===== src/rtl/pf_pkg.sv =====
package pf_pkg;
  // which source supplies the candidate under probe this cycle
  typedef enum logic [1:0] {
    SRC_NONE  = 2'd0,
    SRC_PAIR  = 2'd1,
    SRC_SWEEP = 2'd2
  } cand_src_e;
endpackage


===== src/rtl/pf_fifo.sv =====
module pf_fifo #(
  parameter int W     = 26,
  parameter int DEPTH = 8
) (
  input  logic         clk,
  input  logic         rst,
  input  logic         push,
  input  logic [W-1:0] din,
  input  logic         pop,
  output logic [W-1:0] dout,
  output logic         empty,
  output logic         full
);
  localparam int PTR_W = (DEPTH > 1) ? $clog2(DEPTH) : 1;
  localparam int CNT_W = $clog2(DEPTH + 1);

  logic [W-1:0]     mem [DEPTH];
  logic [PTR_W-1:0] wr_ptr, rd_ptr;
  logic [CNT_W-1:0] count;

  assign empty = (count == '0);
  assign full  = (count == CNT_W'(DEPTH));
  assign dout  = mem[rd_ptr];

  always_ff @(posedge clk) begin
    if (push) mem[wr_ptr] <= din;
  end

  always_ff @(posedge clk) begin
    if (rst) begin
      wr_ptr <= '0;
      rd_ptr <= '0;
      count  <= '0;
    end else begin
      if (push) wr_ptr <= (wr_ptr == PTR_W'(DEPTH - 1)) ? '0 : wr_ptr + PTR_W'(1);
      if (pop)  rd_ptr <= (rd_ptr == PTR_W'(DEPTH - 1)) ? '0 : rd_ptr + PTR_W'(1);
      if (push && !pop)      count <= count + CNT_W'(1);
      else if (pop && !push) count <= count - CNT_W'(1);
    end
  end
endmodule


===== src/rtl/pf_tracker.sv =====
module pf_tracker #(
  parameter int PAGE_W  = 20,
  parameter int IDX_W   = 6,
  parameter int ENTRIES = 4
) (
  input  logic              clk,
  input  logic              rst,
  input  logic              upd_v,
  input  logic [PAGE_W-1:0] upd_page,
  input  logic [IDX_W-1:0]  upd_idx,
  input  logic              trig_en,
  input  logic              take,
  output logic              sw_any,
  output logic [PAGE_W-1:0] sw_page,
  output logic [IDX_W-1:0]  sw_idx
);
  localparam int SEL_W     = (ENTRIES > 1) ? $clog2(ENTRIES) : 1;
  localparam int LINES     = 1 << IDX_W;
  localparam int SWEEP_LEN = LINES - 2;

  logic              trk_v     [ENTRIES];
  logic [PAGE_W-1:0] trk_page  [ENTRIES];
  logic [IDX_W-1:0]  trk_last  [ENTRIES];
  logic              trk_swept [ENTRIES];
  logic [SEL_W-1:0]  trk_age   [ENTRIES];
  logic              sw_act    [ENTRIES];
  logic [IDX_W-1:0]  sw_pos    [ENTRIES];
  logic [IDX_W-1:0]  sw_left   [ENTRIES];

  logic             hit_any, free_any, vic_any, new_any, touch_v, trig;
  logic [SEL_W-1:0] hit_sel, free_sel, vic_sel, new_sel, touch_sel, sw_sel, vic_age;

  // page lookup, free slot and oldest idle victim
  always_comb begin
    hit_any  = 1'b0; hit_sel  = '0;
    free_any = 1'b0; free_sel = '0;
    vic_any  = 1'b0; vic_sel  = '0; vic_age = '0;
    for (int i = 0; i < ENTRIES; i++) begin
      if (trk_v[i] && (trk_page[i] == upd_page) && !hit_any) begin
        hit_any = 1'b1;
        hit_sel = SEL_W'(i);
      end
      if (!trk_v[i] && !free_any) begin
        free_any = 1'b1;
        free_sel = SEL_W'(i);
      end
      if (trk_v[i] && !sw_act[i] && (!vic_any || (trk_age[i] > vic_age))) begin
        vic_any = 1'b1;
        vic_sel = SEL_W'(i);
        vic_age = trk_age[i];
      end
    end
    new_any   = free_any || vic_any;
    new_sel   = free_any ? free_sel : vic_sel;
    touch_v   = upd_v && (hit_any || new_any);
    touch_sel = hit_any ? hit_sel : new_sel;
    trig      = upd_v && hit_any && trig_en && !trk_swept[hit_sel] &&
                (trk_last[hit_sel] != '1) &&
                (upd_idx == IDX_W'(trk_last[hit_sel] + IDX_W'(1)));
  end

  // lowest-numbered live sweep owns the candidate slot
  always_comb begin
    sw_any = 1'b0;
    sw_sel = '0;
    for (int i = ENTRIES - 1; i >= 0; i--) begin
      if (sw_act[i]) begin
        sw_any = 1'b1;
        sw_sel = SEL_W'(i);
      end
    end
    sw_page = trk_page[sw_sel];
    sw_idx  = sw_pos[sw_sel];
  end

  always_ff @(posedge clk) begin
    if (rst) begin
      for (int i = 0; i < ENTRIES; i++) begin
        trk_v[i]     <= 1'b0;
        trk_page[i]  <= '0;
        trk_last[i]  <= '0;
        trk_swept[i] <= 1'b0;
        trk_age[i]   <= SEL_W'(i);
        sw_act[i]    <= 1'b0;
        sw_pos[i]    <= '0;
        sw_left[i]   <= '0;
      end
    end else begin
      if (take && sw_any) begin
        sw_pos[sw_sel]  <= sw_pos[sw_sel] + IDX_W'(1);
        sw_left[sw_sel] <= sw_left[sw_sel] - IDX_W'(1);
        if (sw_left[sw_sel] == IDX_W'(1)) sw_act[sw_sel] <= 1'b0;
      end
      if (upd_v && hit_any) begin
        trk_last[hit_sel] <= upd_idx;
        if (trig) begin
          trk_swept[hit_sel] <= 1'b1;
          sw_act[hit_sel]    <= 1'b1;
          sw_pos[hit_sel]    <= upd_idx + IDX_W'(1);
          sw_left[hit_sel]   <= IDX_W'(SWEEP_LEN);
        end
      end else if (upd_v && new_any) begin
        trk_v[new_sel]     <= 1'b1;
        trk_page[new_sel]  <= upd_page;
        trk_last[new_sel]  <= upd_idx;
        trk_swept[new_sel] <= 1'b0;
      end
      if (touch_v) begin
        for (int i = 0; i < ENTRIES; i++) begin
          if (SEL_W'(i) == touch_sel)          trk_age[i] <= '0;
          else if (trk_age[i] < trk_age[touch_sel]) trk_age[i] <= trk_age[i] + SEL_W'(1);
        end
      end
    end
  end
endmodule


===== src/rtl/stream_prefetcher.sv =====
module stream_prefetcher #(
  parameter int ADDR_W    = 32,
  parameter int LINE_BITS = 6,
  parameter int PAGE_BITS = 12,
  parameter int TRACK_N   = 4,
  parameter int QDEPTH    = 8
) (
  input  logic              clk,
  input  logic              rst,
  input  logic              cfg_pair_en,
  input  logic              cfg_page_en,
  input  logic              miss_valid,
  input  logic [ADDR_W-1:0] miss_addr,
  output logic              probe_valid,
  output logic [ADDR_W-1:0] probe_addr,
  input  logic              probe_hit,
  output logic              pf_valid,
  input  logic              pf_ready,
  output logic [ADDR_W-1:0] pf_addr
);
  import pf_pkg::*;

  localparam int IDX_W  = PAGE_BITS - LINE_BITS;
  localparam int PAGE_W = ADDR_W - PAGE_BITS;
  localparam int LNUM_W = ADDR_W - LINE_BITS;

  logic              m_v;
  logic [PAGE_W-1:0] m_page;
  logic [IDX_W-1:0]  m_idx;
  logic              pair_v;
  logic [PAGE_W-1:0] pair_page;
  logic [IDX_W-1:0]  pair_idx;
  logic              sw_any, sw_take, pair_take, push, q_full, q_empty;
  logic [PAGE_W-1:0] sw_page;
  logic [IDX_W-1:0]  sw_idx;
  logic [LNUM_W-1:0] cand_line, q_line;
  cand_src_e         src;
  logic              unused_low;

  assign unused_low = ^miss_addr[LINE_BITS-1:0];

  // registered miss capture
  always_ff @(posedge clk) begin
    if (rst) begin
      m_v    <= 1'b0;
      m_page <= '0;
      m_idx  <= '0;
    end else begin
      m_v    <= miss_valid;
      m_page <= miss_addr[ADDR_W-1:PAGE_BITS];
      m_idx  <= miss_addr[PAGE_BITS-1:LINE_BITS];
    end
  end

  // pending partner line of the aligned pair; a newer miss replaces it
  always_ff @(posedge clk) begin
    if (rst) begin
      pair_v    <= 1'b0;
      pair_page <= '0;
      pair_idx  <= '0;
    end else if (m_v && cfg_pair_en) begin
      pair_v    <= 1'b1;
      pair_page <= m_page;
      pair_idx  <= {m_idx[IDX_W-1:1], ~m_idx[0]};
    end else if (pair_take) begin
      pair_v <= 1'b0;
    end
  end

  pf_tracker #(.PAGE_W(PAGE_W), .IDX_W(IDX_W), .ENTRIES(TRACK_N)) u_trk (
    .clk      (clk),
    .rst      (rst),
    .upd_v    (m_v),
    .upd_page (m_page),
    .upd_idx  (m_idx),
    .trig_en  (cfg_page_en),
    .take     (sw_take),
    .sw_any   (sw_any),
    .sw_page  (sw_page),
    .sw_idx   (sw_idx)
  );

  // candidate arbitration: pair first, then sweep
  always_comb begin
    if (pair_v)      src = SRC_PAIR;
    else if (sw_any) src = SRC_SWEEP;
    else             src = SRC_NONE;
    cand_line = (src == SRC_PAIR) ? {pair_page, pair_idx} : {sw_page, sw_idx};
  end

  assign probe_valid = (src != SRC_NONE) && !q_full;
  assign probe_addr  = {cand_line, {LINE_BITS{1'b0}}};
  assign push        = probe_valid && !probe_hit;
  assign pair_take   = probe_valid && (src == SRC_PAIR);
  assign sw_take     = probe_valid && (src == SRC_SWEEP);

  pf_fifo #(.W(LNUM_W), .DEPTH(QDEPTH)) u_q (
    .clk   (clk),
    .rst   (rst),
    .push  (push),
    .din   (cand_line),
    .pop   (pf_valid && pf_ready),
    .dout  (q_line),
    .empty (q_empty),
    .full  (q_full)
  );

  assign pf_valid = !q_empty;
  assign pf_addr  = {q_line, {LINE_BITS{1'b0}}};
endmodule


===== config.mk =====
export PLATFORM = sky130hd
export DESIGN_NAME = stream_prefetcher
export DESIGN_NICKNAME = d
export VERILOG_FILES = /design/src/rtl/pf_pkg.sv /design/src/rtl/pf_fifo.sv /design/src/rtl/pf_tracker.sv /design/src/rtl/stream_prefetcher.sv
export SDC_FILE = /design/constraint.sdc
export NUM_CORES = 1
export LEC_CHECK = 0
export BUFFER_PORTS_ARGS = -buffer_cell sky130_fd_sc_hd__buf_2
export CAP_MARGIN = 10
export CORE_MARGIN = 2
export CORE_UTILIZATION = 40
export CTS_BUF_LIST = sky130_fd_sc_hd__clkbuf_8
export DETAILED_ROUTE_END_ITERATION = 8
export GPL_ROUTABILITY_DRIVEN = 0
export PLACE_DENSITY = 0.66
export SLEW_MARGIN = 10
export SYNTH_ARGS = -nofsm -noshare
export SYNTH_HDL_FRONTEND = slang
export SYNTH_SLANG_ARGS = --single-unit
export TNS_END_PERCENT = 100

===== constraint.sdc =====
create_clock -name clk -period 7 [get_ports clk]
set_input_delay 0.35 -clock clk [delete_from_list [all_inputs] [get_ports clk]]
set_output_delay 0.35 -clock clk [all_outputs]
set_load 0.01 [all_outputs]

==> flow_metrics.env <==
export IMPL_status="finished, final reports clean"
export IMPL_whs_path_depth=2
export IMPL_p_sw_frac=0.2511
export IMPL_initial_core_util=0.4025
export IMPL_slowest_stage="edfxtp_1"
export IMPL_ir_worst_vdd_v=0.0001365
export IMPL_synth_edf_count=352
export IMPL_max_freq_mhz=156.1
export IMPL_setup_tns_ns=0
export IMPL_p_per_area_nw_per_um2=258.7
export IMPL_pwr_share_clk=0.371
export IMPL_crit_fanout=10
export IMPL_async_reset_ff_frac=0
export IMPL_syn_area_per_cell_sq_um=13.11
export IMPL_htreeDepth=3
export IMPL_netlist_area_sq_um=20570
export IMPL_grt_pass1_vias=13120
export IMPL_dieArea_sq_um=53250
export IMPL_grt_pass1_wl_um=75920
export IMPL_worst_slew_pin_slew_ns=1.064
export IMPL_fin_cells=2428
export IMPL_rr_worst_depth=26
export IMPL_grt_overflow=0
export IMPL_coreArea_sq_um=51090
export IMPL_area_growth_pct=13.76
export IMPL_n_antenna_cell=0
export IMPL_switchingPower_mw=1.520
export IMPL_synth_area_leaders="edfxtp_1 51%, dfxtp_1 9.2%, mux4_2 5.7%"
export IMPL_vias=13180
export IMPL_drcViolationCount=0
export IMPL_drv_slew=0
export IMPL_die_y_um=230.8
export IMPL_critPathBufInv=1
export IMPL_ios=105
export IMPL_r2r_end="u_trk.trk_age[2][1]"
export IMPL_total_leakage_power_nw=8.835
export IMPL_numCtsBuffers=76
export IMPL_path_delay_family="compound AO/OA/AOI/OAI gates"
export IMPL_dpl_cell_count=2262
export IMPL_holdCritPathClass="input pin to flip-flop"
export IMPL_hold_slack_ns=0.05452
export IMPL_drive_gt1_frac=0.2105
export IMPL_crit_type="flip-flop to flip-flop"
export IMPL_power_total_mw=6.053
export IMPL_synthFlopType="edfxtp_1"
export IMPL_clock_skew_ns=0.03734
export IMPL_max_stage_delay_ns=0.47
export IMPL_cts_sinks=447
export IMPL_clockRootBuffer="clkbuf_8"
export IMPL_p_int_mw=4.533
export IMPL_seq_area_sq_um=12480
export IMPL_finalSetupViolCount=0
export IMPL_reg2reg_slack_ns=0.59
export IMPL_dieWidth_um=230.8
export IMPL_r2r_start="u_trk.trk_v[0]"
export IMPL_worst_slack_ns=0.5925
export IMPL_grt_usage=0.1852
export IMPL_multi_input_area_sq_um=7501
export IMPL_port_buffers=86
export IMPL_pwr_share_comb=0.120
export IMPL_pre_cts_slack_ns=0.3703
export IMPL_routedWlPerCell_um=20.30
export IMPL_cp_required_ns=7.31
export IMPL_synthCells=1569
export IMPL_seq_power_share=0.508
export IMPL_synth_cell_types=71
export IMPL_ys_ff_latch=447
export IMPL_end_kind="flip-flop"
export IMPL_rows=83
export IMPL_whs_endpoint="m_page[18]"
export IMPL_synth_top_area_frac=0.5139
export IMPL_synth_seq_area_share=0.6064
export IMPL_synth_top_area_cell="edfxtp_1"
export IMPL_fin_nets=1745
export IMPL_cp_num_cells=26
export IMPL_finalCritPeriodShare=0.9154
export IMPL_grt_max_degree=54
export IMPL_ant_nets=0
export IMPL_viasPerCell=5.428
export IMPL_cts_tree="built"
export IMPL_antenna_found_initial=0
export IMPL_drv_cap=0
export IMPL_cp_arrival_ns=6.72
export IMPL_hold_violations=0
export IMPL_cts_buffer_depth=3
export IMPL_clk_pin_slew_ns=0.06
export IMPL_post_cts_buffers=0
export IMPL_insertion_delay_ns=0.64
export IMPL_first_pass_iters=5
export IMPL_fillers=4549
export IMPL_dp_hpwl_um=31850
export IMPL_drt_iter0_drc=1158
export IMPL_ys_warn_count=0
export IMPL_min_from="miss_addr[30]"
export IMPL_fin_crit_ns=6.408
export IMPL_cp_start_kind="flip-flop"
export IMPL_slew_limit_headroom=0.2907
export IMPL_drt_wl_total_um=49290
-- what timing repair did --
| item | 4_1_cts | 5_1_grt |
|---|---|---|
| hold buffers | 27 | 0 |
| endpoints found under the setup margin | 0 | 13 |
| resized for setup | 0 | 4 |
| hold endpoints to repair | 28 | 0 |
-- power by group through the flow --
| stage | Sequential, mW | Clock, mW | Combinational [mW] |
|---|---|---|---|
| after floorplan | 3.01 | 0 | 0.617 |
| after global placement | 3.13 | 0 | 0.706 |
| after detailed placement | 3.14 | 0 | 0.722 |
| after CTS | 3.08 | 2.30 | 0.737 |
| final | 3.08 | 2.25 | 0.729 |
| after global routing | 3.10 | 2.42 | 0.791 |
-- worst reg2reg max path, cell delays in order (launching register included) --
cell	delay, ns
edfxtp_1	0.47
nor2b_1	0.29
nand2_1	0.12
ha_1	0.30
nor2b_1	0.12
o21ai_0	0.11
a21oi_1	0.27
mux2_2	0.39
ha_1	0.30
nand2_1	0.08
o21ai_0	0.09
a21oi_1	0.30
mux2_2	0.39
ha_1	0.30
nor2b_1	0.13
o21ai_0	0.15
a21oi_1	0.11
o311ai_1	0.33
buf_4	0.22
nand3_1	0.13
nand2_1	0.24
nand2_1	0.10
o22ai_1	0.18
a31oi_2	0.14
maj3_1	0.42
nor2b_1	0.15
o21ai_0	0.26
-- state kept, by name, summed over array words and instances (netlist names), 4 cells and up, named ones only --
register         flops
u_trk.sw_act         4
u_trk.trk_swept      4
u_trk.trk_v          4
u_trk.trk_last      24
m_page              20
u_trk.trk_page      80
u_trk.sw_pos        24
u_trk.sw_left       24
u_q.count            4
m_idx                6
u_q.mem            208
pair_page           20
u_trk.trk_age        8
pair_idx             6
-- worst max-delay path by stage --
stage / to / startpoint / slack [ns]
3_5_place_dp: u_trk.trk_age[2][0] / u_trk.trk_v[0] / 0.37
6_report: u_trk.trk_age[2][1] / u_trk.trk_v[0] / 0.59
5_1_grt: u_trk.trk_age[2][1] / u_trk.trk_v[0] / -0.03
3_3_place_gp: u_trk.trk_age[2][0] / u_trk.trk_v[0] / 0.65
4_1_cts: u_trk.trk_age[2][0] / u_trk.trk_v[0] / 0.33
2_1_floorplan: u_trk.trk_page[0][0] / u_trk.sw_act[0] / 0.75
-- final cells by class --
cell class	instances	area share
flip-flops and latches	447	0.5333
repair buffers	150	0.04182
well taps	680	0.03636
multi-input cells	981	0.3206
clock buffers	87	0.05118
inverters	31	0.004973
clock inverters	52	0.01182
-- cells in the final DEF, fill, tap and decap left out, types with 35 or more instances in the layout --
master      n
a21oi_1    58
and2_1     55
and3_1     45
buf_2      86
buf_4      37
clkbuf_8   87
dfxtp_1    93
edfxtp_1  352
inv_1      61
mux2_2     54
mux2i_1    59
mux4_2     52
nand2_1   145
nand3_1    41
nor2_1     53
nor2b_1    35
o21ai_0    58
xnor2_1    56
xor2_1     41
-- Yosys cell counts, drive strengths merged, types with 4 or more instances --
master	count
clkbuf	69
o22ai	4
nor3	29
nor2	54
nand3	43
nor3b	5
and3	45
o21ai	62
nor4	12
or2	6
nand4	15
nor2b	36
a21oi	58
o21bai	5
a22oi	30
mux4	52
inv	31
edfxtp	352
o211ai	16
a21o	4
xnor2	60
mux2	54
and2	55
nand2b	6
dfxtp	95
xor2	41
o221ai	4
nand2	145
buf	52
nand3b	4
mux2i	59
ha	18
-- metal layers --
layer,track usage,vias to the layer above,routed length (um)
met4,0.06573,0,1125
met5,0,-,0
met1,0.2497,6631,21630
met2,0.3006,443,23600
li1,-,6034,-
met3,0.03409,72,2932
-- logic make-up (layout without fill, tap and decap cells) --
| logic type | Yosys count | after routing | share of synthesized area |
|---|---|---|---|
| AND/OR/NAND/NOR | 467 | 467 | 0.1183 |
| flip-flops | 447 | 447 | 0.6064 |
| AO/OA/AOI/OAI | 214 | 214 | 0.06692 |
| multiplexers | 165 | 165 | 0.1152 |
| buffers and inverters | 152 | 320 | 0.03510 |
| XOR/XNOR | 101 | 101 | 0.04447 |
| adder cells (fa/ha/maj) | 22 | 22 | 0.01338 |
| other | 1 | 12 | 0.0001823 |
-- metrics by stage --
step           utilization  cell area [sq um]
2_1_floorplan            -              20610
3_3_place_gp        0.4236              21640
3_5_place_dp        0.4236              21640
4_1_cts             0.4577              23390
5_1_grt             0.4579              23400
6_report            0.4579              23400
(Power assumes the default switching activity.)
